[config.mk]
export PLATFORM = sky130hd
export DESIGN_NAME = sirq_route_matrix
export DESIGN_NICKNAME = d
export VERILOG_FILES = /design/src/rtl/sirq_route_pkg.sv /design/src/rtl/sirq_cfg_bank.sv /design/src/rtl/sirq_slot_mux.sv /design/src/rtl/sirq_share_detect.sv /design/src/rtl/sirq_route_matrix.sv
export SDC_FILE = /design/constraint.sdc
export NUM_CORES = 2
export LEC_CHECK = 0
export ABC_CLOCK_PERIOD_IN_PS = 2900
export BUFFER_PORTS_ARGS = -buffer_cell sky130_fd_sc_hd__buf_2
export CORE_MARGIN = 1.5
export CORE_UTILIZATION = 40
export CTS_CLUSTER_SIZE = 8
export DETAILED_ROUTE_END_ITERATION = 7
export GPL_TIMING_DRIVEN = 0
export PLACE_DENSITY_LB_ADDON = 0.08
export SETUP_SLACK_MARGIN = 0.02
export SLEW_MARGIN = 10
export SYNTH_ARGS = -nofsm -noshare
export SYNTH_HDL_FRONTEND = slang
export SYNTH_SLANG_ARGS = --single-unit
[constraint.sdc]
create_clock -name clk -period 2.9 [get_ports clk]
set_clock_uncertainty 0.05 [all_clocks]
set_input_delay 0.29 -clock clk [delete_from_list [all_inputs] [get_ports clk]]
set_output_delay 0.29 -clock clk [all_outputs]
set_load 0.005 [all_outputs]
[src/rtl/sirq_route_pkg.sv]
package sirq_route_pkg;

    // Number of device frames addressable by the 6-bit frame field.
    localparam int FRAME_W    = 6;
    localparam int NUM_FRAMES = 1 << FRAME_W;

    // Layout of one routing byte; bit positions are fixed by the register format.
    typedef struct packed {
        logic               use_second;  // bit 7: 0 = first line, 1 = second line
        logic               dev_remote;  // bit 6: must be 0 to route
        logic [FRAME_W-1:0] frame;       // bits 5:0: source frame number
    } slot_cfg_t;

    localparam logic [7:0] SLOT_OFF = 8'hFF;

endpackage

[src/rtl/sirq_cfg_bank.sv]
module sirq_cfg_bank #(
    parameter int NUM_SLOTS = 16,
    parameter int BASE      = 8'h40
) (
    input  logic                      clk,
    input  logic                      rst_n,
    input  logic                      wr_en,
    input  logic [7:0]                wr_addr,
    input  logic [7:0]                wr_data,
    output logic [NUM_SLOTS-1:0][7:0] cfg_q
);
    import sirq_route_pkg::*;

    localparam int         IDX_W  = $clog2(NUM_SLOTS);
    localparam logic [7:0] BASE_B = 8'(BASE);
    localparam logic [8:0] LIMIT  = 9'(BASE + NUM_SLOTS);

    logic             hit;
    logic [IDX_W-1:0] idx;

    assign hit = wr_en && (wr_addr >= BASE_B) && ({1'b0, wr_addr} < LIMIT);
    assign idx = IDX_W'(wr_addr - BASE_B);

    always_ff @(posedge clk) begin
        if (!rst_n) begin
            cfg_q <= {NUM_SLOTS{SLOT_OFF}};
        end else if (hit) begin
            cfg_q[idx] <= wr_data;
        end
    end

    // the bank leaves reset with every slot disabled
    a_r1_reset_all_off: assert property (@(posedge clk) disable iff (!rst_n)
        $rose(rst_n) |-> (cfg_q == {NUM_SLOTS{SLOT_OFF}}));

    // writes outside the slot window leave the bank untouched
    a_r2_out_of_range_ignored: assert property (@(posedge clk) disable iff (!rst_n)
        (wr_en && ((wr_addr < BASE_B) || ({1'b0, wr_addr} >= LIMIT))) |=> $stable(cfg_q));

endmodule

[src/rtl/sirq_slot_mux.sv]
module sirq_slot_mux #(
    parameter int                                     NUM_FRAMES  = 64,
    parameter logic [sirq_route_pkg::NUM_FRAMES-1:0] DEV_PRESENT = '1
) (
    input  logic                  clk,
    input  logic                  rst_n,
    input  logic [7:0]            slot_cfg,
    input  logic                  sirq_enable,
    input  logic [NUM_FRAMES-1:0] irq_first,
    input  logic [NUM_FRAMES-1:0] irq_second,
    output logic                  level_q
);
    import sirq_route_pkg::*;

    slot_cfg_t cfg;
    logic      line;
    logic      live;

    always_comb begin
        cfg  = slot_cfg_t'(slot_cfg);
        line = cfg.use_second ? irq_second[cfg.frame] : irq_first[cfg.frame];
        live = sirq_enable && !cfg.dev_remote && DEV_PRESENT[cfg.frame] && line;
    end

    always_ff @(posedge clk) begin
        if (!rst_n) begin
            level_q <= 1'b0;
        end else begin
            level_q <= live;
        end
    end

    // the device bit set means the slot stays quiet
    a_r4_remote_slot_zero: assert property (@(posedge clk) disable iff (!rst_n)
        $past(slot_cfg[6]) |-> !level_q);

    // a frame missing from the presence mask never drives the slot
    a_r6_absent_frame_zero: assert property (@(posedge clk) disable iff (!rst_n)
        !DEV_PRESENT[$past(slot_cfg[5:0])] |-> !level_q);

    // global enable low silences the slot on the next cycle
    a_r7_disable_forces_zero: assert property (@(posedge clk) disable iff (!rst_n)
        !$past(sirq_enable) |-> !level_q);

endmodule

[src/rtl/sirq_share_detect.sv]
module sirq_share_detect #(
    parameter int NUM_SLOTS = 16
) (
    input  logic                      clk,
    input  logic                      rst_n,
    input  logic [NUM_SLOTS-1:0][7:0] cfg,
    output logic                      conflict_q
);
    import sirq_route_pkg::*;

    logic any_pair;

    always_comb begin
        any_pair = 1'b0;
        for (int i = 0; i < NUM_SLOTS; i++) begin
            for (int j = i + 1; j < NUM_SLOTS; j++) begin
                if (!cfg[i][6] && !cfg[j][6] &&
                    ({cfg[i][7], cfg[i][5:0]} == {cfg[j][7], cfg[j][5:0]})) begin
                    any_pair = 1'b1;
                end
            end
        end
    end

    always_ff @(posedge clk) begin
        if (!rst_n) begin
            conflict_q <= 1'b0;
        end else begin
            conflict_q <= any_pair;
        end
    end

    // a conflict needs slots that have been programmed away from the off code
    a_r8_conflict_needs_programming: assert property (@(posedge clk) disable iff (!rst_n)
        conflict_q |-> ($past(cfg) != {NUM_SLOTS{SLOT_OFF}}));

endmodule

[src/rtl/sirq_route_matrix.sv]
module sirq_route_matrix #(
    parameter int                                     NUM_SLOTS   = 16,
    parameter int                                     BASE        = 8'h40,
    parameter logic [sirq_route_pkg::NUM_FRAMES-1:0] DEV_PRESENT = 64'h0000_0000_0060_1EFB
) (
    input  logic                                  clk,
    input  logic                                  rst_n,
    input  logic                                  cfg_wr_en,
    input  logic [7:0]                            cfg_wr_addr,
    input  logic [7:0]                            cfg_wr_data,
    input  logic                                  sirq_enable,
    input  logic [sirq_route_pkg::NUM_FRAMES-1:0] irq_first,
    input  logic [sirq_route_pkg::NUM_FRAMES-1:0] irq_second,
    output logic [NUM_SLOTS-1:0]                  slot_level,
    output logic                                  share_conflict
);
    import sirq_route_pkg::*;

    logic [NUM_SLOTS-1:0][7:0] cfg_q;

    sirq_cfg_bank #(
        .NUM_SLOTS (NUM_SLOTS),
        .BASE      (BASE)
    ) u_bank (
        .clk     (clk),
        .rst_n   (rst_n),
        .wr_en   (cfg_wr_en),
        .wr_addr (cfg_wr_addr),
        .wr_data (cfg_wr_data),
        .cfg_q   (cfg_q)
    );

    for (genvar s = 0; s < NUM_SLOTS; s++) begin : g_slot
        sirq_slot_mux #(
            .NUM_FRAMES  (NUM_FRAMES),
            .DEV_PRESENT (DEV_PRESENT)
        ) u_mux (
            .clk         (clk),
            .rst_n       (rst_n),
            .slot_cfg    (cfg_q[s]),
            .sirq_enable (sirq_enable),
            .irq_first   (irq_first),
            .irq_second  (irq_second),
            .level_q     (slot_level[s])
        );
    end

    sirq_share_detect #(
        .NUM_SLOTS (NUM_SLOTS)
    ) u_share (
        .clk        (clk),
        .rst_n      (rst_n),
        .cfg        (cfg_q),
        .conflict_q (share_conflict)
    );

endmodule

== Word level (Yosys, flattened, before mapping) ==
Memory sizes are Yosys's and may differ from the RTL's. A register that Yosys moved wholly into a read port is not among the register bits.
Cells that the tools add are included.
Storage, ports and cells
  output and inout bits: 17
  memory bits (read-only): 1024
  memories kept: 16
  input port bits: 148
  word-level logic and storage cells: 748
  register bits: 145
Memory list
  (no name shown): depth 64, bits a word 1, read ports 1, clocked after Yosys merged registers in 1, write ports 0, RTL line sirq_slot_mux.sv:22  | live = sirq_enable && !cfg.dev_remote && DEV_PRESENT[cfg.frame] && line;
  (no name shown): depth 64, bits a word 1, read ports 1, clocked after Yosys merged registers in 1, write ports 0, RTL line sirq_slot_mux.sv:22
  (no name shown): depth 64, bits a word 1, read ports 1, clocked after Yosys merged registers in 1, write ports 0, RTL line sirq_slot_mux.sv:22
  (no name shown): depth 64, bits a word 1, read ports 1, clocked after Yosys merged registers in 1, write ports 0, RTL line sirq_slot_mux.sv:22
  (no name shown): depth 64, bits a word 1, read ports 1, clocked after Yosys merged registers in 1, write ports 0, RTL line sirq_slot_mux.sv:22
  (no name shown): depth 64, bits a word 1, read ports 1, clocked after Yosys merged registers in 1, write ports 0, RTL line sirq_slot_mux.sv:22
  +10 memories
Cells by class
  reduce and logical (&&, ||, !) cells: 307
  muxes and demuxes: 251
  magnitude comparators: 20
  $add $sub $neg: 1
  equal/unequal tests: 120
Operator list (count)
  == test 7 bit: 120
  logical AND 1 bit: 291
  binary-select mux 1 bit (select 6 bit): 32
  2-to-1 mux 6 bit: 32
  2-to-1 mux 1 bit: 184
  bitwise mux 128 bit: 1
  < comparator 6 x 7 -> 1 bit (second input constant): 16
  demux 8 bit (select 4 bit): 1
  zero test 1 bit: 16
  greater-or-equal comparator 8 x 7 -> 1 bit (second input constant): 1
  < comparator 8 x 7 -> 1 bit (second input constant): 1
  2-to-1 mux 8 bit: 1
  < comparator 4 x 5 -> 1 bit (second input constant): 1
  greater-or-equal comparator 4 x 1 -> 1 bit (second input constant): 1
  subtractor 4 x 1 -> 4 bit (second input constant): 1

== Logic depth before layout (Yosys ltp) ==
  word-level depth: 123
  depth in mapped cells: 13
  mapped depth without buffers: 10

== Hierarchy ==
From an unflattened synthesis, not the netlist that was laid out.
Second synthesis, totals
  cell total of the unflattened synthesis: 3490
  area total of the unflattened synthesis: 33639.8 um^2
Modules (own cells, without submodules)
  sirq_slot_mux: cells each 94, area each 1076.0 um^2, instances 16
  sirq_share_detect: cells each 1482, area each 11332.1 um^2, instances 1
  sirq_cfg_bank: cells each 504, area each 5091.1 um^2, instances 1

== Least setup slack after synthesis ==
No wires, ideal clock.
  kind: input to register
  start: input port cfg_wr_addr[4]
  end: register with a tool-made name
  path buffers: 3
  arrival time: 2438 ps
  slack: 334 ps
  stages on the path: 12
  cell sequence: nand4bb_1 buf_6 buf_6 nor4b_1 and2_1 clkbuf_1 nand2_1 nand3_1 inv_1 ha_1 o31a_1 nor3_1
RTL lines
  start, declared: RTL line sirq_route_matrix.sv:9  | input logic [7:0] cfg_wr_addr,

== Worst setup path after layout ==
  start: register u_bank.cfg_q[62] (netlist name)
  end: register u_share.conflict_q
Between the ends
  longest elaborated chain between the ends: 117
Ends and longest elaborated chain
  start, declared: RTL line sirq_cfg_bank.sv:10  | output logic [NUM_SLOTS-1:0][7:0] cfg_q
  start signal, assigned: RTL line sirq_cfg_bank.sv:26  | cfg_q <= {NUM_SLOTS{SLOT_OFF}};
  start signal, assigned by index: RTL line sirq_cfg_bank.sv:28  | cfg_q[idx] <= wr_data;
  zero test 1 bit (*): RTL line sirq_share_detect.sv:17  | if (!cfg[i][6] && !cfg[j][6] &&
  logical AND 1 bit (2 in a row): RTL line sirq_share_detect.sv:17
  2-to-1 mux 1 bit (85 in a row): RTL line sirq_share_detect.sv:17
  2-to-1 mux 1 bit (*) (29 in a row): RTL line sirq_share_detect.sv:17
  end signal, assigned: RTL line sirq_share_detect.sv:29  | conflict_q <= any_pair;
  end, declared: RTL line sirq_share_detect.sv:7  | output logic conflict_q
Every way passes the cells marked *; elsewhere a longest branch is shown, timed or not.
A chain may end at the register's enable or synchronous reset.

==> flow_summary.json <==
{
  "grt_pass1_wl_um": 328600,
  "drt_iter0_markers": 6626,
  "worst-setup-path-type": "register to register",
  "crit_family": "simple AND/OR/NAND/NOR gates",
  "place.gp.congestion": 1.139,
  "drt_wl_total_um": 247200,
  "synth-edff-count": 0,
  "postRouteAntennaNets": 0,
  "finalSetupTns_ns": -0.7450,
  "clock_path_buffers": 2,
  "gr-total-overflow": 0,
  "status": "complete, but fails checks",
  "hold_class": "primary input to register",
  "grt_max_degree": 17,
  "period_share_pct": 113.0,
  "dp_hpwl_um": 188700,
  "first_global_vias": 35880,
  "worstPathMaxFanout": 10,
  "path_cells": "clkbuf_1 > clkbuf_2 > nor3_1 > nand4_1 > nand4_1 > nor4_2 > nand4_1 > o41a_1",
  "tightestPinTransition_ns": 1.348,
  "finalHoldViolCount": 0,
  "clock_latency_ns": 0.50,
  "fin_util_pct": 45.91,
  "p_per_area_nw_per_um2": 174.1,
  "start_util_pct": 40.60,
  "fmax_mhz": 305.3,
  "synth_cell_type_count": 63,
  "syn_nets": 3792,
  "grtUsageTotal_pct": 54.84,
  "drive_gt1_share_pct": 33.15,
  "maxCapViolCount": 0,
  "r2r_setup_slack_ns": -0.38,
  "antenna_found_initial": 15,
  "placedInstanceArea_um2": 37040,
  "netlist_area_um2": 34780,
  "crit_buf_inv": 2,
  "place_ws_ns": -1.742,
  "synthToLayoutAreaGrowth_pct": 13.09,
  "num_io_pins": 165,
  "routedWlPerCell_um": 49.88,
  "relSlewSlack_pct": 9.427,
  "worst_setup_path_start_kind": "register",
  "io_buffers": 162,
  "htreeDepth": 4,
  "seq_area_frac_synth_pct": 9.266,
  "fin_area_um2": 39340,
  "clkSinkCount": 161,
  "setup_viol": 8,
  "cp.depth": 8,
  "die_w_um": 297.9,
  "setup_ws_ns": -0.3756,
  "syn-instance-count": 3612,
  "leakage_nw": 14.16,
  "first_pass_iters": 8,
  "worstPathRequired_ns": 3.20,
  "ys_ff_latch": 161,
  "cp_slowest_cell": "clkbuf_1",
  "cts_tree": "done",
  "ctsHoldBuffers": 0,
  "cp_data_arrival_time_ns": 3.58,
  "numCtsBuffers": 17,
  "peakVddDrop_mv": 0.2842,
  "vias_per_cell": 7.579,
  "die_h_um": 297.9,
  "fin_crit_ns": 3.276,
  "r2r-end": "u_share.conflict_q",
  "rsz0062_at_grt": "true",
  "route.detailed.drc": 0,
  "vias": 37560,
  "cp-end-kind": "register",
  "maxSlewViolCount": 0,
  "violations": "negative setup slack",
  "whs_path_depth": 3,
  "cp_slowest_stage_delay_ns": 0.53,
  "clockRootBuffer": "clkbuf_16",
  "hp-start": "cfg_wr_data[6]",
  "async_flop_share_pct": 0,
  "layout.nets": 3969,
  "path_common_cell": "nand4_1",
  "synth_warnings": 0,
  "ff2ff_path_depth": 8,
  "dieArea_um2": 88740,
  "clkTransAtPathRegs_ns": 0.08,
  "row_count": 107,
  "core_area_um2": 85680,
  "avgSynthCellArea_um2": 9.630,
  "reg2reg_from": "u_bank.cfg_q[62]",
  "hold_path_end": "u_bank.cfg_q[118]",
  "synthFlopType": "dfxtp_1"
}
==> synth_stat cells (all sizes together) (2+ instances only) <==
master  number  share of area, %
mux2         4              0.13
nor4b       17              0.43
or4          3             0.065
nand2      208               2.3
nor2b       63               1.2
nand4      150               2.7
a22oi      240               5.2
a211oi      36              0.79
o21bai       2             0.043
o21ai        5             0.072
nand3       20              0.30
or3          2             0.036
buf        377               5.9
nor4       134               2.6
a221oi       2             0.068
a31oi        3             0.054
o31a         9              0.23
and2        39              0.71
inv         49              0.53
nor3b        4             0.086
o32ai        3             0.076
nor2        45              0.49
xor2       602                15
nand3b       2             0.043
and3         3             0.054
clkbuf     206               2.2
ha          32               1.2
xnor2      246               6.2
nand2b       5             0.090
mux4       520                34
dfxtp      161               9.3
mux2i      128               3.7
nor3       134               2.0
a21oi      144               2.1
==> layout make-up <==
type,instances,area (µm²)
inverters,49,183.9
well taps,1144,1431
clock buffers,18,429.2
plain buffers,560,3974
clock inverters,13,168.9
diodes,11,27.53
flip-flops and latches,161,3279
repair buffers,181,957.2
multi-input cells,2819,28890
fillers,8452,46340
==> cells in the final DEF, fill, tap and decap left out, types with 6 or more instances in the layout <==
| master | n |
|---|---|
| xor2_1 | 598 |
| mux4_2 | 518 |
| buf_2 | 273 |
| xnor2_1 | 246 |
| a22oi_1 | 240 |
| nand2_1 | 207 |
| nand4_1 | 150 |
| clkbuf_1 | 145 |
| a21oi_1 | 131 |
| nor3_1 | 131 |
| dfxtp_1 | 126 |
| nor4_1 | 123 |
| buf_4 | 122 |
| mux2i_1 | 119 |
| buf_6 | 59 |
| clkbuf_4 | 51 |
| inv_1 | 49 |
| nor2b_1 | 43 |
| nor2_1 | 39 |
| and2_1 | 37 |
| clkbuf_2 | 35 |
| a211oi_1 | 34 |
| ha_1 | 32 |
| dfxtp_2 | 30 |
| buf_8 | 22 |
| nand3_1 | 19 |
| nor2b_2 | 17 |
| clkbuf_16 | 17 |
| buf_12 | 16 |
| diode_2 | 11 |
| nor4b_1 | 11 |
| a21oi_2 | 11 |
| o31a_1 | 9 |
| nor4b_2 | 6 |
| nor4_2 | 6 |
| nor2_2 | 6 |
| mux2i_4 | 6 |
==> routing by layer <==
metal  routed length (µm)  vias up  global-route usage [%]
met1                85190    18710                   63.73
met2               100900     3788                   77.79
met3                36970     1108                   25.90
met5                  164        -                   1.082
li1                     -    13950                       -
met4                23960       14                   41.64
==> timing repair <==
action / CTS / global route
setup buffers: 0 / 17
pin swaps: 3 / 16
resized for setup: 352 / 253
setup endpoints to repair: 81 / 27
==> sequential cells by signal, summed over array words and instances, names as in the netlist, named ones only <==
signal / count
u_bank.cfg_q: 128
g_slot.u_mux.level_q: 16
u_share.conflict_q: 1
==> power breakdown <==
part / internal [W] / leakage (nW) / switching, W
logic: 0.000863 / 12.6 / 0.00123
clock network: 0.00130 / 0.287 / 0.00125
registers: 0.00221 / 1.29 / 0.00000536
total: 0.00437 / 14.2 / 0.00248
==> tightest hold or removal path, cell delays in order <==
cell	delay [ns]
buf_2	0.19
mux2i_1	0.16
nand2_1	0.06
==> cell families after synthesis <==
kind of cell             share of synthesized area [%]
XOR/XNOR                                         21.35
multiplexers                                     37.50
adder cells (fa/ha/maj)                          1.151
AND/OR/NAND/NOR                                  13.16
AO/OA/AOI/OAI                                    8.874
buffers and inverters                            8.690
flip-flops                                       9.266
==> worst max path at each step <==
stage	end	slack, ns	start
floorplan	register	0.33	cfg_wr_addr[4]
global placement	register	-1.79	rst_n
detailed placement	register	-1.74	rst_n
CTS	u_share.conflict_q	-0.13	u_bank.cfg_q[89]
global route	u_share.conflict_q	-0.20	u_bank.cfg_q[87]
finish	u_share.conflict_q	-0.38	u_bank.cfg_q[62]
==> per-stage QoR <==
step                hold slack [ns]  cells  total power [W]
global placement             0.4059   4918         0.004216
global route                 0.1897   4945         0.006893
detailed placement           0.4039   4919         0.004223
finish                       0.1970   4956         0.006850
floorplan                    0.3685   3612         0.003372
CTS                          0.2028   4934         0.006690
No activity file was read; power rests on OpenSTA's default activity.
